File: config.mk
export PLATFORM = sky130hd
export DESIGN_NAME = sample_fifo_wm
export DESIGN_NICKNAME = d
export VERILOG_FILES = /design/src/rtl/sff_pkg.sv /design/src/rtl/sff_store.sv /design/src/rtl/sff_flags.sv /design/src/rtl/sample_fifo_wm.sv
export SDC_FILE = /design/constraint.sdc
export NUM_CORES = 1
export LEC_CHECK = 0
export CORE_ASPECT_RATIO = 1.1
export CORE_UTILIZATION = 55
export CTS_BUF_LIST = sky130_fd_sc_hd__clkbuf_2
export CTS_CLUSTER_DIAMETER = 50
export DETAILED_ROUTE_END_ITERATION = 12
export HOLD_SLACK_MARGIN = 0.15
export PLACE_DENSITY = 0.7
export SYNTH_ARGS = -nofsm -noshare
export SYNTH_HDL_FRONTEND = slang
export SYNTH_SLANG_ARGS = --single-unit
File: constraint.sdc
create_clock -name clk -period 8.1 [get_ports clk]
set_input_delay 2.43 -clock clk [delete_from_list [all_inputs] [get_ports clk]]
set_output_delay 2.43 -clock clk [all_outputs]
set_load 0.01 [all_outputs]
File: src/rtl/sff_pkg.sv
package sff_pkg;

  typedef enum logic [1:0] {
    SFF_OFF  = 2'b00,
    SFF_RING = 2'b01,
    SFF_HALT = 2'b10,
    SFF_RSVD = 2'b11
  } sff_mode_e;

  // mark of zero disables the comparison
  function automatic logic level_reached(input int unsigned lvl, input int unsigned mark);
    return (mark != 0) && (lvl >= mark);
  endfunction

  // saturating tick counter step
  function automatic int unsigned age_step(input int unsigned cur, input int unsigned lim,
                                           input logic tick);
    if (tick && cur < lim) return cur + 1;
    return cur;
  endfunction

  function automatic logic mode_stores(input sff_mode_e m);
    return (m == SFF_RING) || (m == SFF_HALT);
  endfunction

endpackage

File: src/rtl/sff_store.sv
module sff_store #(
  parameter int DEPTH  = 32,
  parameter int DATA_W = 48,
  parameter int CNT_W  = $clog2(DEPTH + 1)
) (
  input  logic              clk,
  input  logic              rst_n,
  input  logic              flush,
  input  logic              ring_sel,
  input  logic              wr_en,
  input  logic [DATA_W-1:0] wr_data,
  input  logic              rd_en,
  output logic [DATA_W-1:0] rd_data,
  output logic [CNT_W-1:0]  level,
  output logic              empty,
  output logic              full,
  output logic              rd_done,
  output logic              ovf_hit
);
  localparam int PTR_W = (DEPTH > 1) ? $clog2(DEPTH) : 1;
  localparam logic [PTR_W-1:0] LAST = PTR_W'(DEPTH - 1);
  localparam logic [CNT_W-1:0] FULL_LVL = CNT_W'(DEPTH);

  logic [DATA_W-1:0] mem [DEPTH];
  logic [PTR_W-1:0]  head_q, tail_q;
  logic [CNT_W-1:0]  level_q;
  logic              wr_norm, evict;

  function automatic logic [PTR_W-1:0] ptr_inc(input logic [PTR_W-1:0] p);
    return (p == LAST) ? '0 : p + 1'b1;
  endfunction

  assign empty   = (level_q == '0);
  assign full    = (level_q == FULL_LVL);
  assign rd_done = rd_en && !empty && !flush;
  assign wr_norm = wr_en && !flush && (!full || rd_done);
  assign ovf_hit = wr_en && !flush && full && !rd_done;
  assign evict   = ovf_hit && ring_sel;

  always_ff @(posedge clk) begin
    if (wr_norm || evict) mem[tail_q] <= wr_data;
  end

  always_ff @(posedge clk or negedge rst_n) begin
    if (!rst_n) begin
      head_q  <= '0;
      tail_q  <= '0;
      level_q <= '0;
    end else if (flush) begin
      head_q  <= '0;
      tail_q  <= '0;
      level_q <= '0;
    end else begin
      if (wr_norm || evict) tail_q <= ptr_inc(tail_q);
      if (rd_done || evict) head_q <= ptr_inc(head_q);
      if (wr_norm && !rd_done)      level_q <= level_q + 1'b1;
      else if (!wr_norm && rd_done) level_q <= level_q - 1'b1;
    end
  end

  assign rd_data = mem[head_q];
  assign level   = level_q;
endmodule

File: src/rtl/sff_flags.sv
module sff_flags
  import sff_pkg::*;
#(
  parameter int CNT_W = 6,
  parameter int AGE_W = 5
) (
  input  logic             clk,
  input  logic             rst_n,
  input  logic             flush,
  input  logic             tick,
  input  logic             ovf_hit,
  input  logic             rd_done,
  input  logic [CNT_W-1:0] level,
  input  logic [CNT_W-1:0] mark,
  output logic             wm_flag,
  output logic             ovf_flag,
  output logic             ev_flag,
  output logic [AGE_W-1:0] ev_age
);
  localparam int unsigned AGE_MAX = (1 << AGE_W) - 1;

  logic             ovf_q;
  logic [AGE_W-1:0] age_q;

  assign wm_flag = level_reached(int'(level), int'(mark));
  assign ev_flag = wm_flag || ovf_q;

  always_ff @(posedge clk or negedge rst_n) begin
    if (!rst_n)        ovf_q <= 1'b0;
    else if (flush)    ovf_q <= 1'b0;
    else if (ovf_hit)  ovf_q <= 1'b1;
    else if (rd_done)  ovf_q <= 1'b0;
  end

  always_ff @(posedge clk or negedge rst_n) begin
    if (!rst_n)                age_q <= '0;
    else if (flush || !ev_flag) age_q <= '0;
    else                       age_q <= AGE_W'(age_step(int'(age_q), AGE_MAX, tick));
  end

  assign ovf_flag = ovf_q;
  assign ev_age   = ev_flag ? age_q : '0;
endmodule

File: src/rtl/sample_fifo_wm.sv
module sample_fifo_wm
  import sff_pkg::*;
#(
  parameter int DEPTH  = 32,
  parameter int DATA_W = 48,
  parameter int CNT_W  = $clog2(DEPTH + 1),
  parameter int AGE_W  = 5
) (
  input  logic               clk,
  input  logic               rst_n,
  input  logic [1:0]         cfg_mode,
  input  logic [CNT_W-1:0]   cfg_wmark,
  input  logic               smp_valid,
  input  logic [DATA_W-1:0]  smp_data,
  input  logic               pop_i,
  output logic [DATA_W-1:0]  pop_data,
  output logic               pop_avail,
  output logic [CNT_W-1:0]   fill_level,
  output logic               wmark_flag,
  output logic               ovf_flag,
  output logic               event_flag,
  output logic [AGE_W-1:0]   event_age,
  output logic [CNT_W+1:0]   status_byte
);
  sff_mode_e        mode_q;
  logic             flush_now, mode_on, ring_sel;
  logic             store_empty, store_full, rd_done, ovf_hit;
  logic [CNT_W-1:0] level_w;

  always_ff @(posedge clk or negedge rst_n) begin
    if (!rst_n) mode_q <= SFF_OFF;
    else        mode_q <= sff_mode_e'(cfg_mode);
  end

  assign flush_now = (cfg_mode != mode_q);
  assign mode_on   = mode_stores(mode_q);
  assign ring_sel  = (mode_q == SFF_RING);

  sff_store #(.DEPTH(DEPTH), .DATA_W(DATA_W), .CNT_W(CNT_W)) u_store (
    .clk     (clk),
    .rst_n   (rst_n),
    .flush   (flush_now),
    .ring_sel(ring_sel),
    .wr_en   (smp_valid && mode_on),
    .wr_data (smp_data),
    .rd_en   (pop_i && mode_on),
    .rd_data (pop_data),
    .level   (level_w),
    .empty   (store_empty),
    .full    (store_full),
    .rd_done (rd_done),
    .ovf_hit (ovf_hit)
  );

  sff_flags #(.CNT_W(CNT_W), .AGE_W(AGE_W)) u_flags (
    .clk     (clk),
    .rst_n   (rst_n),
    .flush   (flush_now),
    .tick    (smp_valid),
    .ovf_hit (ovf_hit),
    .rd_done (rd_done),
    .level   (level_w),
    .mark    (cfg_wmark),
    .wm_flag (wmark_flag),
    .ovf_flag(ovf_flag),
    .ev_flag (event_flag),
    .ev_age  (event_age)
  );

  assign pop_avail   = !store_empty && !flush_now;
  assign fill_level  = level_w;
  assign status_byte = {ovf_flag, wmark_flag, level_w};
endmodule

Word-level counts from Yosys, hierarchy flattened
Memories as Yosys holds them, arrays and structs flattened.
Cells that the tools add are included.
Word-level totals
  input port bits: 60
  bits in registers: 24
  memories: 1
  output and inout bits: 71
  bits in writable memories: 1536
  word-level logic and storage cells: 73
Memories
  u_store.mem: words 32, width 48, rd ports 1, clocked after Yosys merged registers in 0, write ports 1, line sff_store.sv:24  | logic [DATA_W-1:0] mem [DEPTH];
Operators by class
  $add $sub $neg: 5
  $lt $le $gt $ge: 2
  multiplexer cells: 20
  reductions and logical operators: 33
  eq/ne operators: 6
Operators with widths (number)
  $mux 5: 10
  $mux 6: 3
  $add 5x1->5 const B: 3
  $logic_and 1x1->1: 14
  $eq 5x5->1 const B: 2
  $mux 1: 7
  $add 6x1->6 const B: 1
  $eq 6x6->1 const B: 1
  $ge 6x6->1: 1
  $logic_not 1->1: 6
  $logic_not 6->1: 1
  $logic_or 1x1->1: 6
  $reduce_bool 2->1: 3
  $reduce_bool 3->1: 2
  $reduce_bool 6->1: 1
  $sub 6x1->6 const B: 1
  $lt 5x5->1 const B: 1
  $eq 2x1->1 const B: 1
  $eq 2x2->1 const B: 1
  $ne 2x2->1: 1

Longest topological paths before layout
  depth in word-level cells: 12
  gate-level depth with buffers: 13
  depth with buffers taken out: 13

Cells and area by module
Synthesis repeated with hierarchy kept, for this count alone.
Unflattened totals
  cell total of the unflattened synthesis: 2441
  area total of the unflattened synthesis: 60078.9 µm²
Modules (own cells, without submodules)
  sff_store: area each 59319.4 µm², instances 1, seq. area each 46524.6 µm², cells an instance 2350
  sff_flags: area each 590.6 µm², instances 1, seq. area each 150.1 µm², cells an instance 73
  sample_fifo_wm: area each 168.9 µm², instances 1, seq. area each 50.0 µm², cells an instance 18

Least setup slack after synthesis
No wires, ideal clock.
  path kind: input to output
  from: input cfg_wmark[0]
  to: output status_byte[6]
  setup slack: 1871 ps
  data arrival time: 3799 ps
  stages: 8
  required time: 5670 ps
  buffers on the path: 1
  path through: ha_1 -> nand2b_1 -> a21o_1 -> a21o_1 -> a21o_1 -> a211oi_1 -> nor2_1 -> buf_4
On the way
  longest elaborated chain between the ends: 2
  elaborated cells on any way between the ends: 3
  those cells by class: order compare: 1; reduce/logical: 2
RTL lines
  start: declaration: line sample_fifo_wm.sv:12  | input logic [CNT_W-1:0] cfg_wmark,
  $ge 6x6->1 or $reduce_bool 6->1 (tied branches): line sff_pkg.sv:12  | return (mark != 0) && (lvl >= mark);
  $logic_and 1x1->1 *: line sff_pkg.sv:12
  end: declaration: line sample_fifo_wm.sv:23  | output logic [CNT_W+1:0] status_byte
Every way passes the cells marked *; elsewhere a longest branch is shown, timed or not.

Worst setup path in the final report
  from: register u_store.head_q[0]
  to: output pop_data[7]
On the way
  longest elaborated chain between the ends: 1
RTL lines
  start: declaration: line sff_store.sv:25  | logic [PTR_W-1:0] head_q, tail_q;
  start signal: assignment: line sff_store.sv:55  | if (rd_done || evict) head_q <= ptr_inc(head_q);
  $mem_v2 32x48
  end: declaration: line sample_fifo_wm.sv:16  | output logic [DATA_W-1:0] pop_data,
Every way passes these cells.

==> metrics.cfg <==
[cts]
cts_tree=built
cts_max_path_buffers=4
cts-root-buf=clkbuf_2
ctsResizeCount=0
cts_buffers=379
cts_setup_buffers=0
hold_buffers=0
insertion_delay_ns=1.66
cts.sinks=1560
clk_pin_slew_ns=0.09
htreeDepth=5

[yosys]
yosys.area.top_type_share_pct=76.9
synth_warnings=0
yosysMostFrequentCell=edfxtp_1
ys.flop_type=edfxtp_1
syn_avg_cell_area_um2=24.8
synth_edf_count=1536
ys_seq_elements=1560
synthCells=2420
synth-async-reset-ratio_pct=1.54
synth.area.top_cells=edfxtp_1, mux4_2, dfrtp_1, mux2_2, ha_1
synth.distinct_cells=45
yosysSeqAreaShare_pct=77.9
yosys-top-cells-count=edfxtp_1, mux4_2, clkbuf_1
netlist_area_um2=60000
yosysTopAreaCell=edfxtp_1
syn_nets=2500

[timing]
clock.fmax_mhz=133
setup_tns_ns=0
fin_worst_skew_ns=0.161
setup_slack_ns=0.594
drv_slew=0
period_minus_slack_ns=7.51
slew_headroom_pct=20.2
hold_viol_final=0
worst_pin_slew_ns=1.20
fin_crit_sh_pct=92.7
rsz0062_at_grt=false
setup_violations=0

[pwr]
netSwitchingFraction_pct=22.9
clockPowerShare_pct=33.8
p_leak_nw=20.7
p_seq_share_pct=62.2
powerDensity_nw_per_um2=214
net-switching-power_w=0.00327
p_comb_share_pct=3.9
peakVddDrop_uv=120
p_int_w=0.0110

[floorplan]
die_h_um=348
rows=126
die_area_um2=110000
io-pin-count=131
core_um2=108000
start_util_pct=55.7
die_w_um=317

[setup_path]
arrival_ns=5.08
cp_top_family=multiplexers
setup.worst_path.class=reg -> out
worstReg2RegStart=mode_q[1]
crit_fanout=54
crit_top_cell=mux4_2
setup.worst_path.start_class=flop
critPathSlowestCell=dfrtp_4
required_ns=5.67
max_stage_delay_ns=1.08
worst_setup_path_end_kind=output pin
path_cells=buf_12 > mux4_2 > mux4_2 > mux2_2 > clkdlybuf4s50_1
path_buf_inv=2
startpoint=u_store.head_q[0]

[grt]
grt_max_degree=101
gr-usage-met3_pct=5.29
grt_pass1_vias=29900
grt_pass1_wl_um=199000
grt_most_used_layer=met2
grt_util_met1_pct=33.7
antenna_found_initial=6
grt-ovfl-total=0
grt_use_total_pct=25.6
use_met2_pct=43.3

[worst_hold_path]
hp-class=reg -> reg
min_from=u_flags.age_q[4]

[drt]
via_per_inst=6.24
wl_per_cell_um=30.2
wl_um=137000
drtAntennaViolNets=0
drtPass1Iterations=5
drcViolationCount=0
vias=28300
drtIter0Drc=2945

[finish]
final_layout_size_suffix_gt1_share_pct=38.2
area_growth_syn_to_layout_pct=11.4
nNetsFinal=2958

[status]
status=finished clean

[place]
pre_cts_slack_ns=0.857
place.gp.congestion=0.775
hpwl_um=66900
io_buffers=130

[job]
maxCapViolCount=0

## path summary, 6_finish.rpt
path	end	slack (ns)	depth (start not counted)
max	pop_data[7]	0.59	5
min	u_flags.age_q[4]	0.59	2
max reg2reg	u_store.mem[29][25]	4.06	8
min reg2reg	u_flags.age_q[4]	0.59	2
max in group asynchronous	u_store.head_q[2]	5.76	1
min in group asynchronous	u_flags.ovf_flag	1.44	1
## logic make-up after synthesis
family | after synthesis | share of synthesized area, %
flip-flops | 1560 | 77.9
multiplexers | 534 | 19.0
AND/OR/NAND/NOR | 110 | 0.847
adder cells (fa/ha/maj) | 20 | 0.430
buffers and inverters | 141 | 1.12
AO/OA/AOI/OAI | 43 | 0.478
XOR/XNOR | 12 | 0.175
## worst min-delay path: stages, from the launching register on
cell and delay (ns):
dfrtp_1 0.39, xor2_1 0.08, nor2_1 0.08
## power by group through the flow
| stage | Combinational [W] | Sequential (W) | Clock, W |
|---|---|---|---|
| finish | 0.000561 | 0.00889 | 0.00483 |
| detailed placement | 0.000568 | 0.00907 | 0 |
| CTS | 0.000570 | 0.00889 | 0.00496 |
| floorplan | 0.000329 | 0.00906 | 0 |
| global placement | 0.000548 | 0.00907 | 0 |
| global route | 0.000606 | 0.00889 | 0.00534 |
## layout by cell type, fill, tap and decap left out, types with 19 or more instances in the layout
cell type        synthesis  final
edfxtp_1              1536   1536
ha_1                    19     19
mux4_2                 480    480
clkinv_2                 0     28
clkinv_1                 1     77
nor2_1                  57     25
dfrtp_1                 24     19
buf_4                   22     43
mux2_2                  48     48
nor2_4                   0     32
buf_12                   0     30
clkdlybuf4s50_1          0    130
clkbuf_2                 0    518
## per-layer routing
metal | share of wire, % | wire [um]
met1 | 38 | 52500
met3 | 6.9 | 9470
met2 | 53 | 72500
met5 | 0.042 | 57
met4 | 1.7 | 2330
## flip-flops by register name (all words and copies together) (netlist names)
register	flops
u_store.tail_q	5
u_flags.age_q	5
u_store.mem	1536
mode_q	2
u_store.level	6
u_store.head_q	5
u_flags.ovf_flag	1
## area by class of cell
type	count	area [um2]
timing repair buffer	203	2220
inverter	15	56.3
antenna	2	5.00
multi-input combinational	719	12800
tap	1408	1760
clock buffer	518	2590
clock inverter	112	591
sequential	1560	46700
fill	7290	40900
## per-stage QoR
| step | util, % | power, W | cell area (um2) | hold WS (ns) | std cells |
|---|---|---|---|---|---|
| CTS | 62.0 | 0.0144 | 66800 | 0.593 | 4535 |
| global route | 62.0 | 0.0148 | 66800 | 0.633 | 4537 |
| detailed placement | 59.1 | 0.00964 | 63600 | 0.567 | 3905 |
| global placement | 59.1 | 0.00962 | 63600 | 0.560 | 3905 |
| floorplan | - | 0.00938 | 60000 | 0.519 | 2420 |
| finish | 62.0 | 0.0143 | 66800 | 0.590 | 4537 |
No activity file was read; power rests on OpenSTA's default activity.
